## src/rtl/pcnt_pkg.sv

```systemverilog
package pcnt_pkg;

  typedef enum logic [1:0] {
    LVL_USER  = 2'd0,
    LVL_SUPV  = 2'd1,
    LVL_RSVD  = 2'd2,
    LVL_MACH  = 2'd3
  } lvl_e;

  // Stored selector bits, most significant first: they occupy the top of the selector word
  typedef struct packed {
    logic ovf;
    logic m_blk;
    logic s_blk;
    logic u_blk;
    logic vs_blk;
    logic vu_blk;
  } evsel_t;

  localparam int unsigned EVSEL_W = $bits(evsel_t);

endpackage

```

## src/rtl/pcnt_rst_sync.sv

```systemverilog
module pcnt_rst_sync #(
  parameter int unsigned STAGES = 2
) (
  input  logic clk_i,
  input  logic rst_ni,
  output logic rst_no
);

  logic [STAGES-1:0] sync_q;

  always_ff @(posedge clk_i or negedge rst_ni) begin
    if (!rst_ni) begin
      sync_q <= '0;
    end else begin
      sync_q <= {sync_q[STAGES-2:0], 1'b1};
    end
  end

  assign rst_no = sync_q[STAGES-1];

endmodule

```

## src/rtl/pcnt_filter.sv

```systemverilog
module pcnt_filter
  import pcnt_pkg::*;
(
  input  logic [1:0] priv_i,
  input  logic       virt_i,
  input  evsel_t     sel_i,
  output logic       allow_o
);

  logic blocked;

  always_comb begin
    blocked = 1'b0;
    unique case (lvl_e'(priv_i))
      LVL_MACH: blocked = sel_i.m_blk;
      LVL_SUPV: blocked = virt_i ? sel_i.vs_blk : sel_i.s_blk;
      LVL_USER: blocked = virt_i ? sel_i.vu_blk : sel_i.u_blk;
      default:  blocked = 1'b0;
    endcase
  end

  assign allow_o = ~blocked;

endmodule

```

## src/rtl/pcnt_chain.sv

```systemverilog
module pcnt_chain #(
  parameter int unsigned CW = 64,
  parameter int unsigned HW = CW / 2
) (
  input  logic          clk_i,
  input  logic          rst_ni,
  input  logic          step_i,
  input  logic          narrow_i,
  input  logic [1:0]    we_i,
  input  logic [CW-1:0] wdata_i,
  output logic [CW-1:0] cnt_o,
  output logic          wrap_o
);

  localparam int unsigned NH = CW / HW;

  logic [NH-1:0][HW-1:0] half_q;
  logic [NH-1:0][HW-1:0] half_d;
  logic [NH-1:0]         carry_in;
  logic [NH-1:0]         half_we;
  logic [NH-1:0]         half_en;

  for (genvar h = 0; h < NH; h++) begin : g_half
    logic [HW-1:0] wval;

    if (h == 0) begin : g_first
      assign carry_in[h] = step_i;
    end else begin : g_rest
      assign carry_in[h] = carry_in[h-1] & (&half_q[h-1]);
    end

    always_comb begin
      half_we[h] = narrow_i ? we_i[h % 2] : we_i[0];
      wval       = narrow_i ? wdata_i[HW-1:0] : wdata_i[h*HW +: HW];
      half_en[h] = half_we[h] | carry_in[h];
      if (half_we[h]) begin
        half_d[h] = wval;
      end else begin
        half_d[h] = half_q[h] + {{(HW-1){1'b0}}, 1'b1};
      end
    end

    always_ff @(posedge clk_i or negedge rst_ni) begin
      if (!rst_ni) begin
        half_q[h] <= '0;
      end else if (half_en[h]) begin
        half_q[h] <= half_d[h];
      end
    end
  end

  assign cnt_o  = half_q;
  assign wrap_o = carry_in[NH-1] & (&half_q[NH-1]);

endmodule

```

## src/rtl/pcnt_filtered_counter.sv

```systemverilog
module pcnt_filtered_counter
  import pcnt_pkg::*;
#(
  parameter int unsigned CNT_W = 64
) (
  input  logic             clk_i,
  input  logic             rst_ni,
  input  logic             inc_i,
  input  logic             halt_i,
  input  logic [1:0]       priv_i,
  input  logic             virt_i,
  input  logic             narrow_i,
  input  logic [1:0]       cnt_we_i,
  input  logic [1:0]       sel_we_i,
  input  logic [CNT_W-1:0] wdata_i,
  output logic [CNT_W-1:0] cnt_o,
  output logic [CNT_W-1:0] sel_o,
  output logic             irq_o
);

  localparam int unsigned HALF_W = CNT_W / 2;

  logic   rst_n_q;
  evsel_t sel_q, sel_d, sel_wval;
  logic   sel_wr, sel_en, cnt_wr;
  logic   allow, step, wrap;
  logic   irq_q, irq_d;

  pcnt_rst_sync #(.STAGES(2)) u_rst (
    .clk_i  (clk_i),
    .rst_ni (rst_ni),
    .rst_no (rst_n_q)
  );

  pcnt_filter u_filter (
    .priv_i  (priv_i),
    .virt_i  (virt_i),
    .sel_i   (sel_q),
    .allow_o (allow)
  );

  always_comb begin
    sel_wr   = narrow_i ? sel_we_i[1] : sel_we_i[0];
    cnt_wr   = narrow_i ? (|cnt_we_i) : cnt_we_i[0];
    sel_wval = narrow_i ? evsel_t'(wdata_i[HALF_W-1 -: EVSEL_W])
                        : evsel_t'(wdata_i[CNT_W-1 -: EVSEL_W]);
    step     = inc_i & ~halt_i & allow & ~cnt_wr & ~sel_wr;
  end

  pcnt_chain #(.CW(CNT_W), .HW(HALF_W)) u_chain (
    .clk_i    (clk_i),
    .rst_ni   (rst_n_q),
    .step_i   (step),
    .narrow_i (narrow_i),
    .we_i     (cnt_we_i),
    .wdata_i  (wdata_i),
    .cnt_o    (cnt_o),
    .wrap_o   (wrap)
  );

  always_comb begin
    sel_d  = sel_q;
    sel_en = sel_wr | wrap;
    irq_d  = wrap & ~sel_q.ovf;
    if (sel_wr) begin
      sel_d = sel_wval;
    end else if (wrap) begin
      sel_d.ovf = 1'b1;
    end
  end

  always_ff @(posedge clk_i or negedge rst_n_q) begin
    if (!rst_n_q) begin
      sel_q <= '0;
      irq_q <= 1'b0;
    end else begin
      irq_q <= irq_d;
      if (sel_en) begin
        sel_q <= sel_d;
      end
    end
  end

  assign sel_o = {sel_q, {(CNT_W-EVSEL_W){1'b0}}};
  assign irq_o = irq_q;

endmodule

```

## config.mk

```make
export PLATFORM = sky130hd
export DESIGN_NAME = pcnt_filtered_counter
export DESIGN_NICKNAME = d
export VERILOG_FILES = /design/src/rtl/pcnt_pkg.sv /design/src/rtl/pcnt_rst_sync.sv /design/src/rtl/pcnt_filter.sv /design/src/rtl/pcnt_chain.sv /design/src/rtl/pcnt_filtered_counter.sv
export SDC_FILE = /design/constraint.sdc
export NUM_CORES = 1
export LEC_CHECK = 0
export BUFFER_PORTS_ARGS = -buffer_cell sky130_fd_sc_hd__buf_4
export CORE_MARGIN = 2
export CORE_UTILIZATION = 53
export DETAILED_ROUTE_END_ITERATION = 10
export HOLD_SLACK_MARGIN = 0.15
export PLACE_DENSITY = 0.95
export SYNTH_ARGS = -nofsm -noshare
export SYNTH_HDL_FRONTEND = slang
export SYNTH_SLANG_ARGS = --single-unit
```

## constraint.sdc

```tcl
create_clock -name clk_i -period 4.69 [get_ports clk_i]
set_input_delay 0.2345 -clock clk_i [delete_from_list [all_inputs] [get_ports clk_i]]
set_output_delay 0.2345 -clock clk_i [all_outputs]
set_load 0.02 [all_outputs]
```

==> summary.md <==
| Metric | Value |
|---|---|
| Lkg Pwr | `2.893 nW` |
| Dpl cell area | `6047 um2` |
| Reg-to-reg slack, setup | `1.56 ns` |
| CTS tree | `yes` |
| Setup crit end kind | `flip-flop` |
| Via count | `5470` |
| Die Ht | `102.4 um` |
| EDFF count, synth | `0` |
| Worst Hold Class | `input pin to flip-flop` |
| WL final | `17.13 mm` |
| Final Hold Viols | `0` |
| Std cell rows | `35` |
| Total global routing track utilization | `32.56%` |
| Core Box Area | `9328 um2` |
| Clk root buf | `clkbuf_8` |
| Largest net degree at the start of global routing | `72` |
| Tcrit/Tclk final | `66.74%` |
| Max Clk Rate | `319.5 MHz` |
| Final ANT Viol Nets | `0` |
| Critical Path, Cell by Cell | `ha_1, and3_1, nand4_2, or4_4, o21a_1, o21bai_1, a221o_1` |
| Status | `completed` |
| Avg Inst Size Synth | `8.509 um2` |
| Yosys Warn Count | `0` |
| Detailed-router iteration count before antenna repair | `5` |
| CTS max path bufs | `2` |
| PD cells | `296.6 nW/um2` |
| Setup violations, final | `0` |
| Critical path origin | `u_chain.cnt_o[0]` |
| Worst reg2reg startpoint | `u_chain.cnt_o[0]` |
| HP Start | `wdata_i[31]` |
| Hold WS | `0.1505 ns` |
| RSZ-0062 raised after global routing | `false` |
| CP Max Fanout | `19` |
| Ys async rst share | `100.0%` |
| Arrival @ worst endpoint | `3.38 ns` |
| Share of layout cells above drive strength 1 | `24.40%` |
| Main synth FF type | `dfrtp_1` |
| RR Endpoint | `u_chain.cnt_o[55]` |
| Filler cell count | `731` |
| Synthesized area | `5131 um2` |
| Core Util, Final | `68.77%` |
| Clock latency on the worst-skew pair | `0.36 ns` |
| Most frequent cells in the layout | `150 x buf_4, 72 x dfrtp_1, 60 x nand2_1, 59 x conb_1, 46 x nor2_1` |
| Starting Density | `55.01%` |
| Actual slew at the worst max-slew pin | `1.088 ns` |
| CP max-delay cell | `or4_4` |
| I/O pin count | `205` |
| Crit start category | `flip-flop` |
| Die ar. | `10480 um2` |
| Max Cap Viol | `0` |
| Most common cell after layout, fill and taps aside | `buf_4` |
| Post-DR wirelength/cell | `19.37 um` |
| Hold path endpoint | `u_chain.cnt_o[31]` |
| Die X | `102.4 um` |
| CP required | `4.94 ns` |
| Final nets | `827` |
| H-tree Lvls | `3` |
| Minimum clock period | `3.130 ns` |
| Max Slew Vio Count | `0` |
| Worst Hold Path Cells | `3` |
| Grt ovf | `0` |
| Post-detail-place hpwl | `12.44 mm` |
| Vias in the first global route | `5166` |
| Clock Skew | `0.01153 ns` |
| Via density | `6.188` |
| CTS Buf Count | `9` |
| Finished layout cell area | `6415 um2` |
| Synthesis-stage register bit count | `73` |
| Fin Setup TNS | `0 ns` |
| VDD IR-drop max | `0.1746 mV` |
| Netlist cell types | `63` |
| Initial antenna violation count | `0` |
| Post-CTS Setup Inserts | `0` |
| Clock-pin slew on the worst setup and hold paths | `0.09 ns` |
| Placer Congestion | `1.023` |
| Cells after synthesis | `603` |
| CP Class | `flip-flop to flip-flop` |
| Global-route wire length before repair | `26.10 mm` |
| Reg2Reg Depth | `7` |
| DRT iter0 DRCs | `500` |
| Sequential area share after synthesis | `35.60%` |
| DRC Markers | `0` |
| Crit-path leading delay family | `simple AND/OR/NAND/NOR gates` |
| Max-Slew Margin vs Limit | `27.20%` |
| Syn-to-layout area delta | `25.02%` |
| Worst path max stage delay | `0.68 ns` |
| Buf/Inv on CP | `0` |
| Cts hold-fix bufs | `17` |
| Clk sinks | `73` |
| PortBufs | `146` |
| Post-cts sizing count | `0` |
-- tightest hold or removal path: stages --
cell	delay [ns]
buf_4	0.11
nand2_1	0.05
o311ai_0	0.07
-- where the power goes --
| group | internal, W | switching [W] |
|---|---|---|
| registers | 0.000704 | 0.000120 |
| logic | 0.000238 | 0.000330 |
| clock network | 0.000245 | 0.000266 |
-- state kept, by name (all words and copies together), names as in the netlist --
signal,cells
u_rst.sync_q,2
irq_o,1
u_chain.cnt_o,64
sel_o,6
-- cells by family after synthesis --
kind of cell             share of synthesized area [%]
XOR/XNOR                                         1.024
AO/OA/AOI/OAI                                    20.29
buffers and inverters                            12.46
other                                           0.1464
multiplexers                                     5.194
AND/OR/NAND/NOR                                  24.80
flip-flops                                       35.60
adder cells (fa/ha/maj)                         0.4876
-- per-stage QoR --
| stage | cells | setup slack [ns] | power [W] |
|---|---|---|---|
| floorplan | 660 | 2.072 | 0.001160 |
| global placement | 850 | 1.536 | 0.001365 |
| detailed placement | 850 | 1.451 | 0.001380 |
| CTS | 883 | 1.622 | 0.001889 |
| global route | 883 | 1.443 | 0.001983 |
| finish | 884 | 1.560 | 0.001903 |
-- synthesized netlist by cell type, types with 13 or more instances --
cell | instances | area [um2]
nor3_1 | 14 | 70.07
inv_1 | 14 | 52.55
nand4_1 | 15 | 93.84
mux2i_1 | 21 | 210.2
nand3_1 | 33 | 165.2
nand2_1 | 60 | 225.2
buf_4 | 59 | 442.9
clkbuf_1 | 17 | 63.81
o21ai_0 | 38 | 190.2
a221o_1 | 13 | 130.1
a21oi_1 | 28 | 140.1
dfrtp_1 | 73 | 1827
nor2_1 | 46 | 172.7
-- layout make-up --
type                            instances  area [um2]  area share (%)
Tap cell                              129       161.4           2.516
Sequential cell                        73        1828           28.50
Inverter                               14       52.55          0.8192
Multi-Input combinational cell        484        2879           44.88
Antenna cell                            1       2.502         0.03901
Clock inverter                          7       71.32           1.112
Clock buffer                            9       123.9           1.931
Timing Repair Buffer                  167        1296           20.21
-- per-layer routing --
layer	wire length, um	vias up	global-route usage (%)	part of all wire (%)
met5	0	-	0	0
met4	765	0	16.51	4.5
met3	1922	80	9.234	11
met2	7976	408	50.76	47
met1	6463	2571	41.48	38
li1	-	2411	-	-
-- worst max path at each step --
stage | slack (ns) | endpoint | cells past startpoint
final | 1.56 | u_chain.cnt_o[55] | 7
after global routing | 1.44 | u_chain.cnt_o[55] | 7
after CTS | 1.62 | u_chain.cnt_o[51] | 7
after detailed placement | 1.45 | u_chain.cnt_o[43] | 7
after global placement | 1.54 | u_chain.cnt_o[55] | 7
after floorplan | 2.07 | u_chain.cnt_o[51] | 9
Power figures use the tool's default switching activity.
